`config.mk`:
```
export PLATFORM = sky130hd
export DESIGN_NAME = dbsp_port
export DESIGN_NICKNAME = d
export VERILOG_FILES = /design/src/rtl/dbsp_pkg.sv /design/src/rtl/dbsp_sync.sv /design/src/rtl/dbsp_clkdiv.sv /design/src/rtl/dbsp_tx.sv /design/src/rtl/dbsp_rx.sv /design/src/rtl/dbsp_port.sv
export SDC_FILE = /design/constraint.sdc
export NUM_CORES = 1
export LEC_CHECK = 0
export ABC_AREA = 1
export BUFFER_PORTS_ARGS = -buffer_cell sky130_fd_sc_hd__buf_4
export CAP_MARGIN = 20
export CORE_UTILIZATION = 60
export DETAILED_ROUTE_END_ITERATION = 12
export GPL_ROUTABILITY_DRIVEN = 0
export HOLD_SLACK_MARGIN = 0.08
export MAX_ROUTING_LAYER = met4
export PLACE_DENSITY = 0.8
export SYNTH_ARGS = -nofsm -noshare
export SYNTH_HDL_FRONTEND = slang
export SYNTH_SLANG_ARGS = --single-unit
```
`constraint.sdc`:
```
create_clock -name clk -period 2.42 [get_ports clk]
set_input_delay 0.363 -clock clk [delete_from_list [all_inputs] [get_ports clk]]
set_output_delay 0.363 -clock clk [all_outputs]
set_load 0.005 [all_outputs]
```
`src/rtl/dbsp_pkg.sv`:
```
package dbsp_pkg;
  localparam int DATA_W = 32;
  localparam int DIV_W  = 8;
  localparam logic [1:0] A_CTRL = 2'd0;
  localparam logic [1:0] A_TXB  = 2'd1;
  localparam logic [1:0] A_RXB  = 2'd2;
  localparam logic [1:0] A_STAT = 2'd3;
  localparam int DIV_POS = 16;
endpackage

```
`src/rtl/dbsp_sync.sv`:
```
module dbsp_sync #(
  parameter int W = 1
) (
  input  logic         clk,
  input  logic         rst_n,
  input  logic [W-1:0] d,
  output logic [W-1:0] q
);
  logic [W-1:0] s1, s2;
  always_ff @(posedge clk or negedge rst_n) begin
    if (!rst_n) begin
      s1 <= '0;
      s2 <= '0;
    end else begin
      s1 <= d;
      s2 <= s1;
    end
  end
  assign q = s2;
endmodule

```
`src/rtl/dbsp_clkdiv.sv`:
```
module dbsp_clkdiv #(
  parameter int DIVW = 8
) (
  input  logic            clk,
  input  logic            rst_n,
  input  logic            en,
  input  logic [DIVW-1:0] div,
  output logic            sclk,
  output logic            rise,
  output logic            fall
);
  logic [DIVW-1:0] cnt;
  logic            tick;
  assign tick = en && (cnt >= div);
  assign rise = tick && !sclk;
  assign fall = tick && sclk;

  always_ff @(posedge clk or negedge rst_n) begin
    if (!rst_n) begin
      cnt  <= '0;
      sclk <= 1'b0;
    end else if (!en) begin
      cnt  <= '0;
      sclk <= 1'b0;
    end else if (tick) begin
      cnt  <= '0;
      sclk <= ~sclk;
    end else begin
      cnt <= cnt + 1'b1;
    end
  end

  // the internal clock level only flips on a divider tick
  p_sclk_tick_r4: assert property (@(posedge clk) disable iff (!rst_n)
    en && !tick && $past(en) |=> $stable(sclk));
endmodule

```
`src/rtl/dbsp_tx.sv`:
```
module dbsp_tx #(
  parameter int DW = 32,
  parameter int LW = $clog2(DW)
) (
  input  logic          clk,
  input  logic          rst_n,
  input  logic          rise,
  input  logic          fall,
  input  logic          fs_int,
  input  logic          fs_ext,
  input  logic [LW-1:0] wlen_m1,
  input  logic          load,
  input  logic [DW-1:0] load_data,
  output logic          empty,
  output logic          dx,
  output logic          fs_out
);
  logic [DW-1:0] sh;
  logic [LW-1:0] cnt, sa;
  logic          full, active, fs_seen, fs_q, dx_q;

  assign sa     = LW'(DW-1) - wlen_m1;
  assign empty  = !full;
  assign dx     = dx_q;
  assign fs_out = fs_q;

  always_ff @(posedge clk or negedge rst_n) begin
    if (!rst_n) begin
      sh      <= '0;
      cnt     <= '0;
      full    <= 1'b0;
      active  <= 1'b0;
      fs_seen <= 1'b0;
      fs_q    <= 1'b0;
      dx_q    <= 1'b0;
    end else begin
      if (load) begin
        sh   <= load_data << sa;
        full <= 1'b1;
      end
      if (fall && full && !active && !fs_seen && (fs_int ? fs_q : fs_ext))
        fs_seen <= 1'b1;
      if (rise) begin
        if (fs_seen) begin
          fs_seen <= 1'b0;
          fs_q    <= 1'b0;
          active  <= 1'b1;
          dx_q    <= sh[DW-1];
          sh      <= sh << 1;
          cnt     <= wlen_m1;
        end else if (active) begin
          if (cnt == '0) begin
            active <= 1'b0;
            full   <= 1'b0;
          end else begin
            dx_q <= sh[DW-1];
            sh   <= sh << 1;
            cnt  <= cnt - 1'b1;
          end
        end else if (fs_int && full && !fs_q) begin
          fs_q <= 1'b1;
        end
      end
    end
  end

  // the holding word is only copied into an empty shift register
  p_load_empty_r2: assert property (@(posedge clk) disable iff (!rst_n)
    load |-> !full);
  // an internal frame pulse ends at the next rising serial edge
  p_fs_one_period_r4: assert property (@(posedge clk) disable iff (!rst_n)
    fs_int && fs_q && rise |=> !fs_q);
  // data only moves on a rising serial edge
  p_dx_on_rise_r3: assert property (@(posedge clk) disable iff (!rst_n)
    !rise |=> $stable(dx_q));
endmodule

```
`src/rtl/dbsp_rx.sv`:
```
module dbsp_rx #(
  parameter int DW = 32,
  parameter int LW = $clog2(DW)
) (
  input  logic          clk,
  input  logic          rst_n,
  input  logic          sclk,
  input  logic          fs,
  input  logic          dr,
  input  logic [LW-1:0] wlen_m1,
  input  logic          hold_free,
  output logic          push,
  output logic [DW-1:0] word
);
  logic [DW-1:0] rsr, nxt;
  logic [LW-1:0] cnt;
  logic          sclk_d, fall, active, frozen;

  assign fall = sclk_d && !sclk;
  assign nxt  = {rsr[DW-2:0], dr};
  assign word = rsr;

  always_ff @(posedge clk or negedge rst_n) begin
    if (!rst_n) begin
      rsr    <= '0;
      cnt    <= '0;
      sclk_d <= 1'b0;
      active <= 1'b0;
      frozen <= 1'b0;
      push   <= 1'b0;
    end else begin
      sclk_d <= sclk;
      push   <= 1'b0;
      if (frozen) begin
        if (hold_free) begin
          push   <= 1'b1;
          frozen <= 1'b0;
        end
      end else if (fall) begin
        if (!active) begin
          if (fs) begin
            active <= 1'b1;
            cnt    <= '0;
            rsr    <= '0;
          end
        end else begin
          rsr <= nxt;
          if (cnt == wlen_m1) begin
            active <= 1'b0;
            if (hold_free) push <= 1'b1;
            else           frozen <= 1'b1;
          end else begin
            cnt <= cnt + 1'b1;
          end
        end
      end
    end
  end

  // a parked word stays parked until the holding buffer is free
  p_freeze_hold_r7: assert property (@(posedge clk) disable iff (!rst_n)
    frozen && !hold_free |=> frozen && $stable(rsr));
  // a word is never pushed into an occupied holding buffer
  p_push_free_r7: assert property (@(posedge clk) disable iff (!rst_n)
    push |-> $past(hold_free));
endmodule

```
`src/rtl/dbsp_port.sv`:
```
module dbsp_port
  import dbsp_pkg::*;
#(
  parameter int DW       = DATA_W,
  parameter int DIVW     = DIV_W,
  parameter int RST_WLEN = 15,
  parameter int RST_DIV  = 3
) (
  input  logic          clk,
  input  logic          rst_n,
  input  logic          reg_wr,
  input  logic          reg_rd,
  input  logic [1:0]    reg_addr,
  input  logic [DW-1:0] reg_wdata,
  output logic [DW-1:0] reg_rdata,
  input  logic          cpu_tx_ie,
  input  logic          cpu_rx_ie,
  output logic          irq_tx,
  output logic          irq_rx,
  input  logic          sclk_tx_in,
  output logic          sclk_tx_out,
  output logic          sclk_tx_oe,
  input  logic          fs_tx_in,
  output logic          fs_tx_out,
  output logic          fs_tx_oe,
  output logic          dx,
  input  logic          sclk_rx,
  input  logic          fs_rx,
  input  logic          dr
);
  localparam int LW     = $clog2(DW);
  localparam int B_CLK  = LW;
  localparam int B_FS   = LW + 1;
  localparam int B_TXIE = LW + 2;
  localparam int B_RXIE = LW + 3;

  logic [LW-1:0]   c_wlen;
  logic [DIVW-1:0] c_div;
  logic            c_clk_int, c_fs_int, c_tx_ie, c_rx_ie;
  logic [DW-1:0]   tx_hold, rx_hold, rx_word, ctrl_rd;
  logic            tx_rdy, rx_rdy, tx_rdy_d, rx_rdy_d, tx_flag, rx_flag;
  logic            wr_ctrl, wr_txb, wr_stat, rd_rxb, tx_load, tx_empty, rx_push;
  logic            dv_sclk, dv_rise, dv_fall, ext_sclk_d, ext_rise, ext_fall;
  logic            tx_rise, tx_fall;
  logic [1:0]      ext_q;
  logic [2:0]      rx_q;

  assign wr_ctrl = reg_wr && (reg_addr == A_CTRL);
  assign wr_txb  = reg_wr && (reg_addr == A_TXB);
  assign wr_stat = reg_wr && (reg_addr == A_STAT);
  assign rd_rxb  = reg_rd && (reg_addr == A_RXB);
  assign tx_load = !tx_rdy && tx_empty && !wr_txb;

  // control register
  always_ff @(posedge clk or negedge rst_n) begin
    if (!rst_n) begin
      c_wlen    <= LW'(RST_WLEN);
      c_div     <= DIVW'(RST_DIV);
      c_clk_int <= 1'b0;
      c_fs_int  <= 1'b0;
      c_tx_ie   <= 1'b0;
      c_rx_ie   <= 1'b0;
    end else if (wr_ctrl) begin
      c_wlen    <= reg_wdata[LW-1:0];
      c_div     <= reg_wdata[DIV_POS +: DIVW];
      c_clk_int <= reg_wdata[B_CLK];
      c_fs_int  <= reg_wdata[B_FS];
      c_tx_ie   <= reg_wdata[B_TXIE];
      c_rx_ie   <= reg_wdata[B_RXIE];
    end
  end

  // holding buffers, ready flags, interrupt flags
  always_ff @(posedge clk or negedge rst_n) begin
    if (!rst_n) begin
      tx_hold  <= '0;
      rx_hold  <= '0;
      tx_rdy   <= 1'b1;
      rx_rdy   <= 1'b0;
      tx_rdy_d <= 1'b1;
      rx_rdy_d <= 1'b0;
      tx_flag  <= 1'b0;
      rx_flag  <= 1'b0;
    end else begin
      tx_rdy_d <= tx_rdy;
      rx_rdy_d <= rx_rdy;
      if (wr_txb) begin
        tx_hold <= reg_wdata;
        tx_rdy  <= 1'b0;
      end else if (tx_load) begin
        tx_rdy  <= 1'b1;
      end
      if (rx_push) begin
        rx_hold <= rx_word;
        rx_rdy  <= 1'b1;
      end else if (rd_rxb) begin
        rx_rdy  <= 1'b0;
      end
      if (tx_rdy && !tx_rdy_d && c_tx_ie && cpu_tx_ie) tx_flag <= 1'b1;
      else if (wr_stat && reg_wdata[2])                tx_flag <= 1'b0;
      if (rx_rdy && !rx_rdy_d && c_rx_ie && cpu_rx_ie) rx_flag <= 1'b1;
      else if (wr_stat && reg_wdata[3])                rx_flag <= 1'b0;
    end
  end

  always_comb begin
    ctrl_rd                     = '0;
    ctrl_rd[LW-1:0]             = c_wlen;
    ctrl_rd[B_CLK]              = c_clk_int;
    ctrl_rd[B_FS]               = c_fs_int;
    ctrl_rd[B_TXIE]             = c_tx_ie;
    ctrl_rd[B_RXIE]             = c_rx_ie;
    ctrl_rd[DIV_POS +: DIVW]    = c_div;
  end

  always_comb begin
    case (reg_addr)
      A_CTRL:  reg_rdata = ctrl_rd;
      A_TXB:   reg_rdata = tx_hold;
      A_RXB:   reg_rdata = rx_hold;
      default: reg_rdata = {{(DW-4){1'b0}}, rx_flag, tx_flag, rx_rdy, tx_rdy};
    endcase
  end

  assign irq_tx = tx_flag;
  assign irq_rx = rx_flag;

  // transmit clock source
  dbsp_clkdiv #(.DIVW(DIVW)) u_div (
    .clk(clk), .rst_n(rst_n), .en(c_clk_int), .div(c_div),
    .sclk(dv_sclk), .rise(dv_rise), .fall(dv_fall)
  );

  dbsp_sync #(.W(2)) u_ext_sync (
    .clk(clk), .rst_n(rst_n), .d({fs_tx_in, sclk_tx_in}), .q(ext_q)
  );

  always_ff @(posedge clk or negedge rst_n) begin
    if (!rst_n) ext_sclk_d <= 1'b0;
    else        ext_sclk_d <= ext_q[0];
  end
  assign ext_rise = ext_q[0] && !ext_sclk_d;
  assign ext_fall = !ext_q[0] && ext_sclk_d;
  assign tx_rise  = c_clk_int ? dv_rise : ext_rise;
  assign tx_fall  = c_clk_int ? dv_fall : ext_fall;

  assign sclk_tx_out = dv_sclk;
  assign sclk_tx_oe  = c_clk_int;
  assign fs_tx_oe    = c_fs_int;

  dbsp_tx #(.DW(DW), .LW(LW)) u_tx (
    .clk(clk), .rst_n(rst_n), .rise(tx_rise), .fall(tx_fall),
    .fs_int(c_fs_int), .fs_ext(ext_q[1]), .wlen_m1(c_wlen),
    .load(tx_load), .load_data(tx_hold), .empty(tx_empty),
    .dx(dx), .fs_out(fs_tx_out)
  );

  dbsp_sync #(.W(3)) u_rx_sync (
    .clk(clk), .rst_n(rst_n), .d({dr, fs_rx, sclk_rx}), .q(rx_q)
  );

  dbsp_rx #(.DW(DW), .LW(LW)) u_rx (
    .clk(clk), .rst_n(rst_n), .sclk(rx_q[0]), .fs(rx_q[1]), .dr(rx_q[2]),
    .wlen_m1(c_wlen), .hold_free(!rx_rdy), .push(rx_push), .word(rx_word)
  );

  // an unread receive word is never overwritten
  p_rxhold_kept_r7: assert property (@(posedge clk) disable iff (!rst_n)
    rx_rdy && !rd_rxb |=> rx_rdy && $stable(rx_hold));
  // transmit-ready only rises when the shift register was empty
  p_txrdy_empty_r2: assert property (@(posedge clk) disable iff (!rst_n)
    $rose(tx_rdy) |-> $past(tx_empty));
  // transmit interrupt needs both enables
  p_txirq_gate_r8: assert property (@(posedge clk) disable iff (!rst_n)
    $rose(tx_flag) |-> $past(c_tx_ie && cpu_tx_ie && tx_rdy));
  // receive interrupt needs both enables
  p_rxirq_gate_r9: assert property (@(posedge clk) disable iff (!rst_n)
    $rose(rx_flag) |-> $past(c_rx_ie && cpu_rx_ie && rx_rdy));
endmodule

```
Word level (Yosys, flattened, before mapping). Index checks and enable logic that the tools add are counted.

Muxes and demuxes: 59. Magnitude comparators: 1. Div/mod/pow operators: 0. Equal/unequal tests: 8. Add/sub/neg operators: 4. Shifts and indexed selects: 1. Reductions and logical operators: 52. Multipliers: 0. Bitwise gates (word level): 2.

Operators with widths (number): 32-bit 2-to-1 mux (7); 32-bit case mux with 3 select lines (1); 1-bit 2-to-1 mux (43); 32-bit by 5-bit << shifter with 32-bit output (1); 5-bit 2-to-1 mux (6); 1-bit logical AND (26); 8-bit 2-to-1 mux (2); 2-bit nonzero test (7); 1-bit logical NOT (12); 3-bit AND reduction (3); 8-bit by 1-bit adder with 8-bit output, second input constant (1); 8-bit >= comparator (1); 5-bit by 1-bit adder with 5-bit output, second input constant (1); 5-bit == test (1); 5-bit logical NOT (1); 5-bit by 1-bit subtractor with 5-bit output, second input constant (1); 5-bit subtractor, first input constant (1); 2-bit == test, second input constant (2); 2-bit by 1-bit inequality test with 1-bit output, second input constant (2); 2-bit inequality test, second input constant (2); 4-bit AND reduction (1); 2-bit by 1-bit == test with 1-bit output, second input constant (1); 2-bit logical NOT (1); 1-bit inverter (2); 2-bit AND reduction (1).

RAM bits: 0. Bits of input ports: 45. Latch bits: 0. Flip-flop bits (word level): 190. Memories kept: 0. ROM bits: 0. Output and inout port bits: 39. Word-level logic and storage cells: 161.

Logic depth before layout (Yosys ltp).
Depth in word-level cells: 11. Depth in mapped cells: 15. Depth with buffers taken out: 14.

Hierarchy. A second synthesis with hierarchy kept.

Cells, all modules: 1352. Area, all modules: 10536.4 µm².

By module, submodules not included: dbsp_port (cells each 495, area an instance 4113.9 µm², sequential area each 2212.1 µm², times used 1); dbsp_tx (cells each 569, area an instance 3691.0 µm², sequential area each 1051.0 µm², times used 1); dbsp_rx (cells each 194, area an instance 1823.0 µm², sequential area each 1026.0 µm², times used 1); dbsp_clkdiv (cells each 84, area an instance 658.1 µm², sequential area each 225.2 µm², times used 1); dbsp_sync (u_rx_sync) (cells each 6, area an instance 150.1 µm², sequential area each 150.1 µm², times used 1); dbsp_sync (u_ext_sync) (cells each 4, area an instance 100.1 µm², sequential area each 100.1 µm², times used 1).

Worst setup path before layout. OpenSTA, ideal clock, no wires.

Kind: register -> register. Start point: register c_div[1]. End point: register u_tx.active. Data required time: 2.290 ns. Library setup time: 0.130 ns. Arrival time: 1.744 ns. Stages on the path, launching flop included: 14. Clock period less this slack: 1.874 ns. Path buffers: 1. Slack: 0.546 ns. Cell sequence: dfstp_2 inv_1 ha_1 nand2_1 nand3_1 nand2_1 nand2_1 nand2_1 nand2_1 nand2_1 nand2_1 nand2_2 buf_2 o21ai_0.

Word-level cells in the longest chain between the ends: 4.

RTL lines: start: declaration (line dbsp_port.sv:38) `logic [DIVW-1:0] c_div;`; start signal: assignment (line dbsp_port.sv:58) `c_div <= DIVW'(RST_DIV);`; start signal: assignment (line dbsp_port.sv:65) `c_div <= reg_wdata[DIV_POS +: DIVW];`; 8-bit >= comparator (line dbsp_clkdiv.sv:14) `assign tick = en && (cnt >= div);`; 1-bit logical AND (line dbsp_clkdiv.sv:14); 1-bit logical AND (line dbsp_clkdiv.sv:15) `assign rise = tick && !sclk;`; 1-bit 2-to-1 mux (line dbsp_port.sv:144) `assign tx_rise = c_clk_int ? dv_rise : ext_rise;`; end signal: assignment (line dbsp_tx.sv:32) `active <= 1'b0;`; end signal: assignment (line dbsp_tx.sv:47) `active <= 1'b1;`; end signal: assignment (line dbsp_tx.sv:53) `active <= 1'b0;`; end: declaration (line dbsp_tx.sv:20) `logic full, active, fs_seen, fs_q, dx_q;`.

No other way between the ends. A chain may end at the register's enable or synchronous reset.

Worst setup path in the final report.
Start point: register c_div[1]. End point: register u_tx.sh[11].

Word-level cells in the longest chain between the ends: 5.

RTL lines: 8-bit >= comparator (line dbsp_clkdiv.sv:14); 1-bit logical AND (line dbsp_clkdiv.sv:14); 1-bit logical AND (line dbsp_clkdiv.sv:15); 1-bit 2-to-1 mux (line dbsp_port.sv:144); 32-bit 2-to-1 mux (line dbsp_tx.sv:43) `if (rise) begin`; end signal: assignment (line dbsp_tx.sv:38) `sh <= load_data << sa;`; end signal: assignment (line dbsp_tx.sv:49) `sh <= sh << 1;`; end signal: assignment (line dbsp_tx.sv:57) `sh <= sh << 1;`; end: declaration (line dbsp_tx.sv:18) `logic [DW-1:0] sh;`.

No other way between the ends.

==> results.md <==
* Count of cell types in the netlist at a little over 40
* Row count at between 40 and 50
* Pins Over Slew Limit at 0
* Layout cells sized above 1 at 0.1331
* Register area share after synthesis at 0.4868
* Commonest non-fill, non-tap cell in the layout: nand2_1
* Ys Warns at 0
* Die area at ~17000 sq um
* Static Leak at about 0.0054 uW
* Max-capacitance violation count at 0
* Routed Antenna Nets at 0
* WL/cell at 16.85 microns
* Num Clock Sinks at 190
* CP max FO at between 40 and 50
* Reg2Reg Depth at 14
* Initial core utilization at 0.6161
* PortBufs at between 80 and 90
* Post-Synth Simple-Gate Area at 0.2738
* Core Area at between 15000 and 20000 sq um
* Initial antenna violation count at 0
* CTS tree: yes
* Die X at 129.7 microns
* Max Fclk at ~460 MHz
* Pwr Density at roughly 900 nW/um^2
* Mux cell area share after synthesis at 0.01611
* I/O pins at 84
* Post-DP HPWL at 18540 microns
* Final count of hold timing violations at 0
* Critical Path RT at approximately 2.8 ns
* Total Routing Usage GR at 0.3400
* Synth Area in Compound Gates at 0.1144
* Area growth syn-to-layout at 15.56%
* # diodes at 0
* Most frequent cells in the layout: nand2_1, nand3_1, dfrtp_1
* Hold Path Class: in2reg
* Main flop type after synthesis: dfrtp_1
* Critical path class: reg2reg
* H-tree depth at 4
* Fillcell total at around 1300
* Crit. End Element: flop
* RSZ-0062 raised after global routing: false
* Max VDD drop at a little over 600 uV
* Clock buffer depth at 2
* Total congestion overflow at 0
* Clock slew at reported path FFs at approximately 0.080 ns
* Number of global-route vias before repair at 8473
* Status: completed
* Vias per inst at 5.854
* Chip height at ~130 microns
* Post-Synthesis Net Count at approximately 1300
* Final critical-path share of the clock period at 0.8964
* DRT Pass-1 Iters at 10
* Synth Area in Adders at 0.01406
* Actual slew at the worst max-slew pin at 0.5511 ns
* Rel. slew slack at 0.6326
* Vias at around 9000
* Synth area leaders: dfrtp_1, nand2_1, nand3_1, o21ai_0, inv_1
* Seq cells post-synth at 190
* Largest family of logic cells by synthesized area: simple AND/OR/NAND/NOR gates
* Arrival time at the worst endpoint at around 2.5 ns
* Clock buffers created by TritonCTS at 17
* Setup-failing EPs final at 0
* First-pass GRT wire length at roughly 42000 microns
* Area share of the largest cell type after synthesis at 0.4654
* Final nets at roughly 1400
* Largest net degree at the start of global routing at 57
* Drt drc at 0
* Startpoint class of the critical path: flop
* Post-Layout Cell Count at between 1500 and 2000
* Placed insts at between 1500 and 2000
* Clock Skew at around 0.014 ns
* Minimum clock period at about 2.2 ns
* Clk_lat worst skew at 0.45 ns
* Xor/xnor share of the synthesized area at 0.008949
* Synthesized area per cell at 7.823 sq um
* Setup_tns at 0 ns
* Clk Tree Root Cell: clkbuf_16
* Cells after Synth at ~1300
* Mapped cell area at a little under 10000 sq um
* Worst hold slack at roughly 0.14 ns
* Initial DRC count at about 1200
* Post-synth EDFFs at 0
* Hold Path Stages at 2
* Aggregate routed wire length at 26060 microns
* Synth area leader: dfrtp_1
* Post-synth ARST share at 1.000
## power by group
group          internal, uW  total (uW)  switching, uW  leakage [uW]
clock                  1480        2840           1360      0.000286
sequential             3780        4340            560       0.00247
combinational          1080        2830           1750       0.00266
total                  6340       10000           3670       0.00541
## path summary, 6_finish.rpt
| check | start | slack [ns] | to |
|---|---|---|---|
| min reg2reg | u_rx_sync.s1[2] | 0.35 | u_rx_sync.q[2] |
| min in group asynchronous | rst_n | 0.44 | rx_hold[13] |
| max reg2reg | c_div[1] | 0.25 | u_tx.sh[11] |
| max in group asynchronous | rst_n | 1.28 | c_wlen[2] |
| min | reg_wdata[15] | 0.14 | tx_hold[15] |
| max | c_div[1] | 0.25 | u_tx.sh[11] |
## kinds of logic (layout without fill, tap and decap cells)
logic type	Yosys count	after routing
mux	14	14
compound gates	199	199
fa+ha+maj	11	11
flops	190	190
simple gates	616	616
buf+inv	211	290
xor+xnor	10	10
## through the flow
| step | utilization | setup slack, ns | total power (uW) | instance area [sq um] |
|---|---|---|---|---|
| after floorplan | - | 0.5457 | 6162 | 9787 |
| after global placement | 0.6704 | 0.4220 | 7041 | 10650 |
| after detailed placement | 0.6704 | 0.3058 | 7137 | 10650 |
| after CTS | 0.7120 | 0.2392 | 9987 | 11310 |
| after global routing | 0.7120 | 0.07282 | 10580 | 11310 |
| final | 0.7120 | 0.2507 | 10000 | 11310 |
## worst max-delay path: stages, from the launching register on
cell and delay [ns]:
dfstp_2 0.54, inv_1 0.05, ha_1 0.31, nand2_1 0.09
nand3_1 0.09, nand2_1 0.07, nand2_1 0.06, nand2_1 0.09
nand2_1 0.06, nand2_1 0.09, nand2_1 0.16, nand2_2 0.12
buf_12 0.20, nand2_1 0.07, o21ai_0 0.08
## sequential cells by signal (all words and copies together), names as in the netlist, 2 cells and up
name and count:
c_div 8, rx_hold 32, u_tx.cnt 5, u_rx_sync.q 3
u_rx.word 32, c_wlen 5, u_ext_sync.s1 2, u_tx.sh 32
u_rx_sync.s1 3, u_rx.cnt 5, u_ext_sync.q 2, u_div.cnt 8
tx_hold 32
## cell type report
cell class / instances / area [sq um] / share of cell area
Sequential cell: 190 / 4765 / 0.4213
Timing Repair Buffer: 117 / 962.2 / 0.08508
Clock buffer: 18 / 429.2 / 0.03795
Multi-Input combinational cell: 850 / 4183 / 0.3698
Clock inverter: 14 / 171.4 / 0.01516
Inverter: 141 / 529.3 / 0.04680
Tap cell: 216 / 270.3 / 0.02390
## metal layers
layer	track usage	vias up	part of all wire	wire, microns
met2	0.5291	464	0.48	12430
li1	-	4254	-	-
met1	0.4437	4261	0.41	10590
met5	-	-	0	0
met4	0.1354	0	0.034	873
met3	0.06109	71	0.083	2166
## cells in the mapped netlist (3+ instances only)
| cell | count |
|---|---|
| a221oi_1 | 3 |
| a21oi_1 | 14 |
| xor2_1 | 8 |
| dfstp_2 | 8 |
| nand2_1 | 318 |
| dfrtp_1 | 182 |
| a22oi_1 | 4 |
| mux2_2 | 14 |
| inv_1 | 137 |
| nor2_1 | 47 |
| nor3_1 | 7 |
| nand4_1 | 5 |
| o211ai_1 | 15 |
| inv_2 | 4 |
| nand3_1 | 227 |
| clkbuf_1 | 38 |
| ha_1 | 11 |
| o22ai_1 | 33 |
| o21ai_0 | 122 |
| buf_1 | 5 |
| buf_2 | 22 |
| buf_4 | 3 |
## repair_timing
| action | CTS | global route |
|---|---|---|
| resized for setup | 0 | 0 |
| hold buffers | 6 | 0 |
| hold endpoints to repair | 55 | 0 |
| buffers inserted | 0 | 0 |
| endpoints found under the setup margin | 0 | 0 |
Power figures use the tool's default switching activity.
